### config.mk
export PLATFORM = sky130hd
export DESIGN_NAME = cspc_port
export DESIGN_NICKNAME = d
export VERILOG_FILES = /design/src/rtl/cspc_pkg.sv /design/src/rtl/cspc_sync.sv /design/src/rtl/cspc_edge.sv /design/src/rtl/cspc_regfile.sv /design/src/rtl/cspc_idle_timer.sv /design/src/rtl/cspc_port.sv
export SDC_FILE = /design/constraint.sdc
export NUM_CORES = 1
export LEC_CHECK = 0
export BUFFER_PORTS_ARGS = -buffer_cell sky130_fd_sc_hd__buf_2
export CAP_MARGIN = 20
export CORE_MARGIN = 3
export CORE_UTILIZATION = 40
export DETAILED_ROUTE_END_ITERATION = 10
export PLACE_DENSITY = 0.61
export SYNTH_ARGS = -nofsm -noshare
export SYNTH_HDL_FRONTEND = slang
export SYNTH_SLANG_ARGS = --single-unit
### constraint.sdc
create_clock -name clk_i -period 3.75 [get_ports clk_i]
set_clock_uncertainty 0.1 [all_clocks]
set_input_delay 0.375 -clock clk_i [delete_from_list [all_inputs] [get_ports clk_i]]
set_output_delay 0.375 -clock clk_i [all_outputs]
set_load 0.005 [all_outputs]
### src/rtl/cspc_pkg.sv
package cspc_pkg;
  localparam int ADDR_W = 5;

  localparam logic [7:0] OP_RDATAC = 8'h10;
  localparam logic [7:0] OP_SDATAC = 8'h11;
  localparam logic [7:0] OP_RDATA  = 8'h12;
  localparam logic [2:0] OP_RREG_HI = 3'b001;
  localparam logic [2:0] OP_WREG_HI = 3'b010;

  typedef enum logic [1:0] {ST_OP, ST_CNT, ST_RD, ST_WR} st_e;

  function automatic logic [7:0] reg_rst(int idx);
    case (idx)
      1:  return 8'h52;
      2:  return 8'h08;
      3:  return 8'h32;
      4:  return 8'h03;
      10: return 8'h40;
      default: return 8'h00;
    endcase
  endfunction
endpackage

### src/rtl/cspc_sync.sv
module cspc_sync #(
  parameter int         WIDTH   = 3,
  parameter int         STAGES  = 2,
  parameter logic [WIDTH-1:0] RST_VAL = '0
) (
  input  logic             clk_i,
  input  logic             rst_ni,
  input  logic [WIDTH-1:0] d_i,
  output logic [WIDTH-1:0] q_o
);
  logic [WIDTH-1:0] chain_q [STAGES];

  always_ff @(posedge clk_i or negedge rst_ni) begin
    if (!rst_ni) begin
      for (int i = 0; i < STAGES; i++) chain_q[i] <= RST_VAL;
    end else begin
      chain_q[0] <= d_i;
      for (int i = 1; i < STAGES; i++) chain_q[i] <= chain_q[i-1];
    end
  end

  assign q_o = chain_q[STAGES-1];
endmodule

### src/rtl/cspc_edge.sv
module cspc_edge (
  input  logic clk_i,
  input  logic rst_ni,
  input  logic lvl_i,
  output logic rise_o,
  output logic fall_o
);
  logic prev_q;

  always_ff @(posedge clk_i or negedge rst_ni) begin
    if (!rst_ni) prev_q <= 1'b0;
    else         prev_q <= lvl_i;
  end

  assign rise_o = lvl_i & ~prev_q;
  assign fall_o = ~lvl_i & prev_q;
endmodule

### src/rtl/cspc_regfile.sv
module cspc_regfile
  import cspc_pkg::*;
#(
  parameter int         NUM_REGS = 11,
  parameter logic [7:0] ID_CODE  = 8'h30
) (
  input  logic                  clk_i,
  input  logic                  rst_ni,
  input  logic                  srst_i,
  input  logic                  we_i,
  input  logic [ADDR_W-1:0]     waddr_i,
  input  logic [7:0]            wdata_i,
  input  logic [ADDR_W-1:0]     raddr_i,
  output logic [7:0]            rdata_o,
  output logic [NUM_REGS*8-1:0] regs_o
);
  assign regs_o[7:0] = ID_CODE;

  for (genvar g = 1; g < NUM_REGS; g++) begin : g_reg
    logic [7:0] val_q;
    always_ff @(posedge clk_i or negedge rst_ni) begin
      if (!rst_ni)                                 val_q <= reg_rst(g);
      else if (srst_i)                             val_q <= reg_rst(g);
      else if (we_i && waddr_i == ADDR_W'(g))      val_q <= wdata_i;
    end
    assign regs_o[g*8 +: 8] = val_q;
  end

  always_comb begin
    rdata_o = '0;
    for (int i = 0; i < NUM_REGS; i++)
      if (raddr_i == ADDR_W'(i)) rdata_o = regs_o[i*8 +: 8];
  end
endmodule

### src/rtl/cspc_idle_timer.sv
module cspc_idle_timer #(
  parameter int PERIODS = 64,
  localparam int CW = $clog2(PERIODS + 1)
) (
  input  logic          clk_i,
  input  logic          rst_ni,
  input  logic          en_i,
  input  logic          clr_i,
  input  logic          tick_i,
  output logic          fire_o,
  output logic [CW-1:0] cnt_o
);
  logic [CW-1:0] cnt_q;

  assign fire_o = en_i & ~clr_i & tick_i & (cnt_q == CW'(PERIODS - 1));

  always_ff @(posedge clk_i or negedge rst_ni) begin
    if (!rst_ni)              cnt_q <= '0;
    else if (clr_i || fire_o) cnt_q <= '0;
    else if (en_i && tick_i)  cnt_q <= cnt_q + CW'(1);
  end

  assign cnt_o = cnt_q;
endmodule

### src/rtl/cspc_port.sv
module cspc_port
  import cspc_pkg::*;
#(
  parameter int         CONV_W       = 24,
  parameter int         NUM_REGS     = 11,
  parameter int         SYNC_STAGES  = 2,
  parameter int         IDLE_PERIODS = 64,
  parameter logic [7:0] ID_CODE      = 8'h30
) (
  input  logic              clk_i,
  input  logic              rst_ni,
  input  logic              srst_i,
  input  logic              cs_ni,
  input  logic              sclk_i,
  input  logic              din_i,
  output logic              dout_o,
  output logic              drdy_no,
  input  logic              conv_valid_i,
  input  logic [CONV_W-1:0] conv_data_i
);
  localparam int PAD_W   = CONV_W - 8;
  localparam int IDLE_CW = $clog2(IDLE_PERIODS + 1);

  logic cs_s, sclk_s, din_s, sclk_rise, sclk_fall;

  cspc_sync #(.WIDTH(3), .STAGES(SYNC_STAGES), .RST_VAL(3'b100)) i_sync (
    .clk_i, .rst_ni, .d_i({cs_ni, sclk_i, din_i}), .q_o({cs_s, sclk_s, din_s})
  );

  cspc_edge i_sclk_edge (
    .clk_i, .rst_ni, .lvl_i(sclk_s), .rise_o(sclk_rise), .fall_o(sclk_fall)
  );

  logic              mode_cont_q, mode_d;
  st_e               st_q, st_d;
  logic [ADDR_W-1:0] addr_q, addr_d, raddr;
  logic [7:0]        rem_q, rem_d;
  logic              wr_q, wr_d;
  logic [2:0]        bit_cnt_q;
  logic [6:0]        rx_q;
  logic [7:0]        rx_byte, rd_data;
  logic [CONV_W-1:0] tx_q, conv_q, pend_val_q, load_val;
  logic              pend_q, load_req, rdata_go, we;
  logic              idle_fire;
  logic [IDLE_CW-1:0] idle_cnt;
  logic [NUM_REGS*8-1:0] regs_flat;

  logic act_rise, act_fall, port_clr, byte_done;
  assign act_rise  = sclk_rise & ~cs_s;
  assign act_fall  = sclk_fall & ~cs_s;
  assign port_clr  = cs_s | idle_fire | srst_i;
  assign byte_done = act_rise & (bit_cnt_q == 3'd7) & ~idle_fire & ~srst_i;
  assign rx_byte   = {rx_q, din_s};
  assign raddr     = (st_q == ST_RD) ? addr_q + ADDR_W'(1) : addr_q;

  cspc_regfile #(.NUM_REGS(NUM_REGS), .ID_CODE(ID_CODE)) i_regs (
    .clk_i, .rst_ni, .srst_i,
    .we_i(we), .waddr_i(addr_q), .wdata_i(rx_byte),
    .raddr_i(raddr), .rdata_o(rd_data), .regs_o(regs_flat)
  );

  cspc_idle_timer #(.PERIODS(IDLE_PERIODS)) i_idle (
    .clk_i, .rst_ni,
    .en_i(mode_cont_q), .clr_i(sclk_rise | ~mode_cont_q | srst_i),
    .tick_i(conv_valid_i), .fire_o(idle_fire), .cnt_o(idle_cnt)
  );

  // command decoder, acts once per completed byte
  always_comb begin
    st_d     = st_q;
    mode_d   = mode_cont_q;
    addr_d   = addr_q;
    rem_d    = rem_q;
    wr_d     = wr_q;
    load_req = 1'b0;
    load_val = '0;
    rdata_go = 1'b0;
    we       = 1'b0;
    if (byte_done) begin
      case (st_q)
        ST_OP: begin
          if (rx_byte == OP_RDATAC) mode_d = 1'b1;
          else if (rx_byte == OP_SDATAC) mode_d = 1'b0;
          else if (!mode_cont_q) begin
            if (rx_byte == OP_RDATA) begin
              load_req = 1'b1;
              load_val = conv_q;
              rdata_go = 1'b1;
            end else if (rx_byte[7:5] == OP_RREG_HI || rx_byte[7:5] == OP_WREG_HI) begin
              addr_d = rx_byte[ADDR_W-1:0];
              wr_d   = rx_byte[6];
              st_d   = ST_CNT;
            end
          end
        end
        ST_CNT: begin
          rem_d = rx_byte;
          if (wr_q) st_d = ST_WR;
          else begin
            st_d     = ST_RD;
            load_req = 1'b1;
            load_val = {rd_data, PAD_W'(0)};
          end
        end
        ST_RD: begin
          if (rem_q == 8'd0) st_d = ST_OP;
          else begin
            rem_d    = rem_q - 8'd1;
            addr_d   = addr_q + ADDR_W'(1);
            load_req = 1'b1;
            load_val = {rd_data, PAD_W'(0)};
          end
        end
        ST_WR: begin
          we = 1'b1;
          if (rem_q == 8'd0) st_d = ST_OP;
          else begin
            rem_d  = rem_q - 8'd1;
            addr_d = addr_q + ADDR_W'(1);
          end
        end
        default: st_d = ST_OP;
      endcase
    end
  end

  always_ff @(posedge clk_i or negedge rst_ni) begin
    if (!rst_ni) begin
      bit_cnt_q <= '0;
      rx_q      <= '0;
    end else if (port_clr) begin
      bit_cnt_q <= '0;
    end else if (act_rise) begin
      bit_cnt_q <= bit_cnt_q + 3'd1;
      rx_q      <= {rx_q[5:0], din_s};
    end
  end

  always_ff @(posedge clk_i or negedge rst_ni) begin
    if (!rst_ni) begin
      st_q   <= ST_OP;
      addr_q <= '0;
      rem_q  <= '0;
      wr_q   <= 1'b0;
    end else if (port_clr) begin
      st_q <= ST_OP;
    end else begin
      st_q   <= st_d;
      addr_q <= addr_d;
      rem_q  <= rem_d;
      wr_q   <= wr_d;
    end
  end

  always_ff @(posedge clk_i or negedge rst_ni) begin
    if (!rst_ni)     mode_cont_q <= 1'b1;
    else if (srst_i) mode_cont_q <= 1'b1;
    else             mode_cont_q <= mode_d;
  end

  // transmit load is deferred to the next falling edge so the first bit is not lost
  always_ff @(posedge clk_i or negedge rst_ni) begin
    if (!rst_ni) begin
      pend_q     <= 1'b0;
      pend_val_q <= '0;
    end else if (port_clr) begin
      pend_q <= 1'b0;
    end else if (load_req) begin
      pend_q     <= 1'b1;
      pend_val_q <= load_val;
    end else if (act_fall) begin
      pend_q <= 1'b0;
    end
  end

  always_ff @(posedge clk_i or negedge rst_ni) begin
    if (!rst_ni)                          tx_q <= '0;
    else if (srst_i)                      tx_q <= '0;
    else if (conv_valid_i && mode_cont_q) tx_q <= conv_data_i;
    else if (act_fall)                    tx_q <= pend_q ? pend_val_q : {tx_q[CONV_W-2:0], 1'b0};
  end

  always_ff @(posedge clk_i or negedge rst_ni) begin
    if (!rst_ni) begin
      conv_q  <= '0;
      drdy_no <= 1'b1;
    end else if (srst_i) begin
      conv_q  <= '0;
      drdy_no <= 1'b1;
    end else if (conv_valid_i) begin
      conv_q  <= conv_data_i;
      drdy_no <= 1'b0;
    end else if ((mode_cont_q && act_rise) || rdata_go) begin
      drdy_no <= 1'b1;
    end
  end

  assign dout_o = tx_q[CONV_W-1] & ~cs_s;
endmodule

# [Word-level counts from Yosys, hierarchy flattened]
# Cells that the tools add are included.
[totals] reg_bits=195 in_bits=31 output_inout_bits=2
[classes] reduce_logical=48 eq_ne=42 mux=92 n_addsub=4 bitwise=26
[op_table] cell="$mux 24" count=13
[op_table] cell="$mux 8" count=31
[op_table] cell="$pmux 24 s3" count=1
[op_table] cell="$eq 5x3->1 const B" count=8
[op_table] cell="$reduce_bool 2->1" count=18
[op_table] cell="$mux 5" count=7
[op_table] cell="$eq 5x4->1 const B" count=6
[op_table] cell="$eq 8x5->1 const B" count=3
[op_table] cell="$mux 1" count=23
[op_table] cell="$eq 5x2->1 const B" count=4
[op_table] cell="$mux 2" count=8
[op_table] cell="$pmux 8 s2" count=1
[op_table] cell="$ne 3x3->1 const B" count=5
[op_table] cell="$mux 7" count=2
[op_table] cell="$logic_and 1x1->1" count=12
[op_table] cell="$ne 2x2->1 const B" count=6
[op_table] cell="$reduce_bool 3->1" count=4
[op_table] cell="$and 1x1->1" count=11
[op_table] cell="$not 1->1" count=11
[op_table] cell="$eq 5x1->1 const B" count=2
[op_table] cell="$pmux 5 s2" count=1
[op_table] cell="$reduce_and 9->1" count=1
[op_table] cell="$logic_not 8->1" count=1
[op_table] cell="$reduce_and 8->1" count=1
[op_table] cell="24 further kinds" count=32

# [Longest topological paths before layout]
[depth] depth_word=17 depth_mapped=13 mapped_depth_nobuf=9

# [Hierarchy]
# From an unflattened synthesis, not the netlist that was laid out.
[hier_totals] cells_unflattened=1078 hier_area_um2=10133.5
[by_module_without_submodules] module="cspc_port" seq_area_each_um2=2529.9 instances=1 cells_each=520 area_per_inst_um2=5176.2
[by_module_without_submodules] module="cspc_regfile" seq_area_each_um2=2014.4 instances=1 cells_each=510 area_per_inst_um2=4390.5
[by_module_without_submodules] module="cspc_idle_timer" seq_area_each_um2=175.2 instances=1 cells_each=36 area_per_inst_um2=351.6
[by_module_without_submodules] module="cspc_sync" seq_area_each_um2=152.6 instances=1 cells_each=9 area_per_inst_um2=175.2
[by_module_without_submodules] module="cspc_edge" seq_area_each_um2=25.0 instances=1 cells_each=3 area_per_inst_um2=40.0

# [Least setup slack after synthesis]
# OpenSTA, ideal clock, no wires.
[synth_timing] path_type="reg2reg" start="reg addr_q[1]" end="reg pend_val_q[21]" t_arrival_ns=2.892 path_slack_ns=0.630 synth_period_minus_slack_ns=3.120 path_stages_with_launch=14 t_required_ns=3.522 setup_ns=0.128 path_cell_list="dfrtp_1 -> clkbuf_1 -> clkbuf_1 -> inv_1 -> ha_1 -> and3b_1 -> clkbuf_1 -> a21oi_2 -> buf_2 -> mux2_2 -> o22ai_1 -> o21ai_0 -> a22oi_1 -> o21ai_0"
[synth_between] elab_chain_len=17
[synth_lines] item="from (decl)" line="cspc_port.sv:36" rtl="logic [ADDR_W-1:0] addr_q, addr_d, raddr;"
[synth_lines] item="from (signal assigned)" line="cspc_port.sv:149" rtl="addr_q <= addr_d;"
[synth_lines] item="$add 5x1->5" line="cspc_port.sv:54" rtl="assign raddr = (st_q == ST_RD) ? addr_q + ADDR_W'(1) : addr_q;"
[synth_lines] item="$mux 5 (*)" line="cspc_port.sv:54"
[synth_lines] item="$logic_not 5->1" line="cspc_regfile.sv:32" rtl="if (raddr_i == ADDR_W'(i)) rdata_o = regs_o[i*8 +: 8];"
[synth_lines] item="$mux 6" line="cspc_regfile.sv:32"
[synth_lines] item="$mux 8 (9 in a row)" line="cspc_regfile.sv:32"
[synth_lines] item="$mux 8 (*)" line="cspc_regfile.sv:32"
[synth_lines] item="$mux 24, on equally long branches" line="cspc_port.sv:106, cspc_port.sv:98"
[synth_lines] item="$pmux 24 s3 (*)" line="cspc_port.sv:80" rtl="case (st_q)"
[synth_lines] item="$mux 24 (*)" line="cspc_port.sv:79" rtl="if (byte_done) begin"
[synth_lines] item="to (signal assigned)" line="cspc_port.sv:170" rtl="pend_val_q <= load_val;"
[synth_lines] item="to (decl)" line="cspc_port.sv:42" rtl="logic [CONV_W-1:0] tx_q, conv_q, pend_val_q, load_val;"
# Every way passes the cells marked *; elsewhere a longest branch is shown, timed or not.
# A chain may end at the register's enable or synchronous reset.

# [Worst setup path after layout]
[layout_timing] start="reg rx_q[3]" end="reg pend_val_q[17]"
[layout_between] elab_chain_len=8
[layout_lines] item="from (decl)" line="cspc_port.sv:40" rtl="logic [6:0] rx_q;"
[layout_lines] item="from (signal assigned)" line="cspc_port.sv:135" rtl="rx_q <= {rx_q[5:0], din_s};"
[layout_lines] item="$eq 8x5->1" line="cspc_port.sv:85" rtl="if (rx_byte == OP_RDATA) begin"
[layout_lines] item="$mux 1" line="cspc_port.sv:85"
[layout_lines] item="$mux 1" line="cspc_port.sv:84" rtl="else if (!mode_cont_q) begin"
[layout_lines] item="$mux 1" line="cspc_port.sv:83" rtl="else if (rx_byte == OP_SDATAC) mode_d = 1'b0;"
[layout_lines] item="$mux 1" line="cspc_port.sv:82" rtl="if (rx_byte == OP_RDATAC) mode_d = 1'b1;"
[layout_lines] item="$pmux 1 s3" line="cspc_port.sv:80"
[layout_lines] item="$mux 1" line="cspc_port.sv:79"
[layout_lines] item="$reduce_and 2->1 (no line)"
# Several ways; a longest one is shown, not always the timed one.

==> summary.txt <==
Place
  – Pre-CTS WS: about 650 ps
  – Final HPWL DP: approximately 19000 um
  – Port buffer count: 32
  – RePlAce Congestion: about 0.95
  – Area after DPL: approximately 11000 um^2

Timing
  – Total negative slack: 0 ps
  – Tmin final: 3160 ps
  – Max Fclk: 317 MHz
  – Hold WS: around 53 ps
  – Max-slew violations: 0
  – Slew headroom: a little under a third
  – Final WS setup: ~600 ps
  – Worst slew pin tran: roughly 1000 ps
  – Final setup vio count: 0
  – Crit share post-route: a little over four fifths
  – RSZ-0062 raised after global routing: false
  – Hold Vio Cnt, Final: 0

Global route
  – Gr ovfl total: 0
  – Initial antenna violation count: 0
  – Tot GR Track Use: about 22%
  – Global routing's busiest layer: met2
  – First-pass GRT wire length: about 47000 um
  – Grt met3 use: between 3 and 4%
  – Vias in the first global route: about 8300
  – Met2 Use GR: between 30% and 40%
  – Largest net degree at the start of global routing: 90
  – Met1 Usage GRT: 30.3%

Cells and area
  – Ratio of cells with drive above 1 in the final layout: 12.2%
  – Fill count: approximately 2400
  – Final instance area: roughly 11000 um^2
  – Nets: between 1000 and 1500
  – P&R area growth vs syn: 11.4%
  – Ant. Diodes: 0

Synth
  – Synth Warn #: 0
  – Synth area leader: dfrtp_1
  – Synth Flop Type: dfrtp_1
  – Mean Syn Cell Area: 8.95 um^2
  – Gate Count Post-Synth: between 1000 and 1500
  – Top cell type's share of synthesized area: about 45%
  – Yosys reg bits: slightly below 200
  – Seq/Total Area, Yosys: between 40% and 50%
  – Yosys cell types: between 60 and 70
  – Net Count, Synth: ~1200
  – Cell area after synthesis: a little over 10000 um^2
  – Post-synth EDFFs: 0
  – Synth top area cells: dfrtp_1 45%, nand2_1 8.7%, a21oi_1 6.4%, mux2i_1 6.0%, dfstp_2 3.6%
  – Async set or reset register ratio after synthesis: 100%

Power
  – VDD IR max: ~0.22 mV
  – NetSw: 0.00124 W
  – Switching Fraction: around 27%
  – Internal power: 0.00330 W
  – Logic pwr share: 8.6%
  – LEAKAGE: ~4.7 nW
  – Share of power burned in registers: 48.8%
  – Clk pwr share: 42.6%
  – PD cells: 403 nW/um^2

Critical path
  – Crit start category: flop
  – CP Class: flop to flop
  – Highest net fanout along the worst path: 22
  – Required time of the critical path: between 4000 and 5000 ps
  – R2r setup slk: 590 ps
  – Worst Path Arrival: 3440 ps
  – CP endpoint kind: flop

Floorplanning
  – Chip Width: approximately 170 um
  – Row Count: 57
  – I/O pin count: 33
  – Core Box Area: around 25000 um^2
  – Die H: about 170 um
  – Die area: roughly 27000 um^2
  – Initial core utilization: 41.1%

Clocking
  – H-tree levels: 4
  – Clk root buf: clkbuf_16
  – Num CTS Buffers: 17
  – Clock slew at reported path FFs: 80 ps
  – Postcts setup bufs: 0
  – Worst skew pair latency: approximately 440 ps
  – CTS tree: done
  – Cts hold-fix bufs: 4
  – Clock Path Buffers: 2
  – CTS-repair resized insts: 0
  – Clock sink count: between 150 and 200

Routing
  – DR vias/cell: 5.81
  – WL final: ~29000 um
  – Number of remaining DRC errors: 0
  – Post-route ant nets: 0
  – 1st-pass router iterations: 5
  – Routed vias: 8532
  – 1st-iter DRT viols: roughly 990
  – Wire length per cell: around 20 um

Outcome
  – Outcome: finished clean

Hold path
  – Hold Crit Class: input port to flop

Flow run
  – MaxCap Viol Count: 0
-- placed cells by master (no fill, tap or decap), types with 4 or more instances in the layout --
| cell | instances |
|---|---|
| a211o_1 | 9 |
| a211oi_1 | 5 |
| a21boi_0 | 4 |
| a21o_1 | 4 |
| a21oi_1 | 130 |
| a22o_1 | 6 |
| a22oi_1 | 9 |
| a31oi_1 | 7 |
| and2_1 | 7 |
| and3_1 | 8 |
| buf_2 | 30 |
| buf_4 | 35 |
| clkbuf_16 | 17 |
| dfrtp_1 | 181 |
| dfstp_2 | 14 |
| dlygate4sd3_1 | 4 |
| ha_1 | 9 |
| inv_1 | 9 |
| inv_6 | 6 |
| mux2_2 | 13 |
| mux2i_1 | 61 |
| nand2_1 | 235 |
| nand2b_1 | 5 |
| nand3_1 | 45 |
| nand4_1 | 8 |
| nor2_1 | 70 |
| nor2b_1 | 12 |
| nor3_1 | 8 |
| o211ai_1 | 35 |
| o21a_1 | 4 |
| o21ai_0 | 57 |
| o22ai_1 | 8 |
| o31ai_1 | 7 |
| or3_1 | 7 |
| xnor2_1 | 5 |
| xor2_1 | 4 |
-- cell type report --
type                       instances  area, um^2  area share (%)
sequential                       195        4900            43.4
multi-input combinational        837        4840            42.9
timing repair buffer              71         487            4.32
clock buffer                      17         425            3.77
tap                              324         405            3.60
clock inverter                    15         185            1.64
inverter                           9        33.8           0.300
-- per-layer routing --
layer  wire length [um]  up-vias
li1                   -     3991
met1              12900     4219
met2              13500      282
met3               1720       40
met4                723        0
met5                  0        -
-- cell usage after synthesis, types with 14 or more instances --
| master | number |
|---|---|
| a21oi_1 | 130 |
| dfstp_2 | 14 |
| o211ai_1 | 35 |
| clkbuf_1 | 64 |
| buf_2 | 21 |
| o21ai_0 | 57 |
| mux2i_1 | 61 |
| dfrtp_1 | 181 |
| nand2_1 | 235 |
| nand3_1 | 45 |
| nor2_1 | 70 |
-- worst paths after layout --
check / start / to / cells past startpoint
setup / recovery: rx_q[3] / pend_val_q[17] / 7
hold / removal: conv_valid_i / drdy_no / 2
setup reg to reg: rx_q[3] / pend_val_q[17] / 7
hold reg to reg: i_sync.chain_q[4] / i_sync.q_o[1] / 0
max in group asynchronous: rst_ni / conv_q[16] / 3
min in group asynchronous: rst_ni / conv_q[3] / 2
-- state kept, by name (all words and copies together) (netlist names) --
signal              cells
rx_q                    7
bit_cnt_q               3
i_sync.chain_q          3
i_sync.q_o              3
pend_val_q             24
i_regs.g.val_q         80
rem_q                   8
i_sclk_edge.prev_q      1
addr_q                  5
wr_q                    1
tx_q                   24
st_q                    2
mode_cont_q             1
i_idle.cnt_o            7
drdy_no                 1
conv_q                 24
pend_q                  1
-- critical path: stages (launching register included) --
cell	delay, ps
dfrtp_1	800
or4b_1	490
nor3_1	370
and4_1	370
buf_4	340
and3_1	300
a22o_1	240
a21o_1	100
-- cell families after synthesis --
group / Yosys count / share of synthesized area, %
AOI/OAI and AO/OA: 318 / 19.4
xor gates and xnor gates: 9 / 0.779
adders and majority gates: 9 / 1.11
buffers and inverters: 99 / 3.93
DFF: 195 / 48.4
muxes: 74 / 7.48
and+or+nand+nor: 427 / 18.9
-- metrics by stage --
stage          std cells  power, W  util, %
6_report            1468   0.00454     45.8
2_1_floorplan       1131   0.00244        -
3_5_place_dp        1432   0.00264     43.2
4_1_cts             1468   0.00457     45.8
5_1_grt             1468   0.00470     45.8
3_3_place_gp        1432   0.00264     43.2
-- power by group through the flow --
| stage | clock (W) | sequential (W) | combinational, W |
|---|---|---|---|
| floorplan | 0 | 0.00224 | 0.000202 |
| CTS | 0.00196 | 0.00222 | 0.000394 |
| global route | 0.00205 | 0.00222 | 0.000431 |
| global placement | 0 | 0.00226 | 0.000386 |
| detailed placement | 0 | 0.00226 | 0.000390 |
| finish | 0.00193 | 0.00222 | 0.000392 |
No activity file was read; power rests on OpenSTA's default activity.
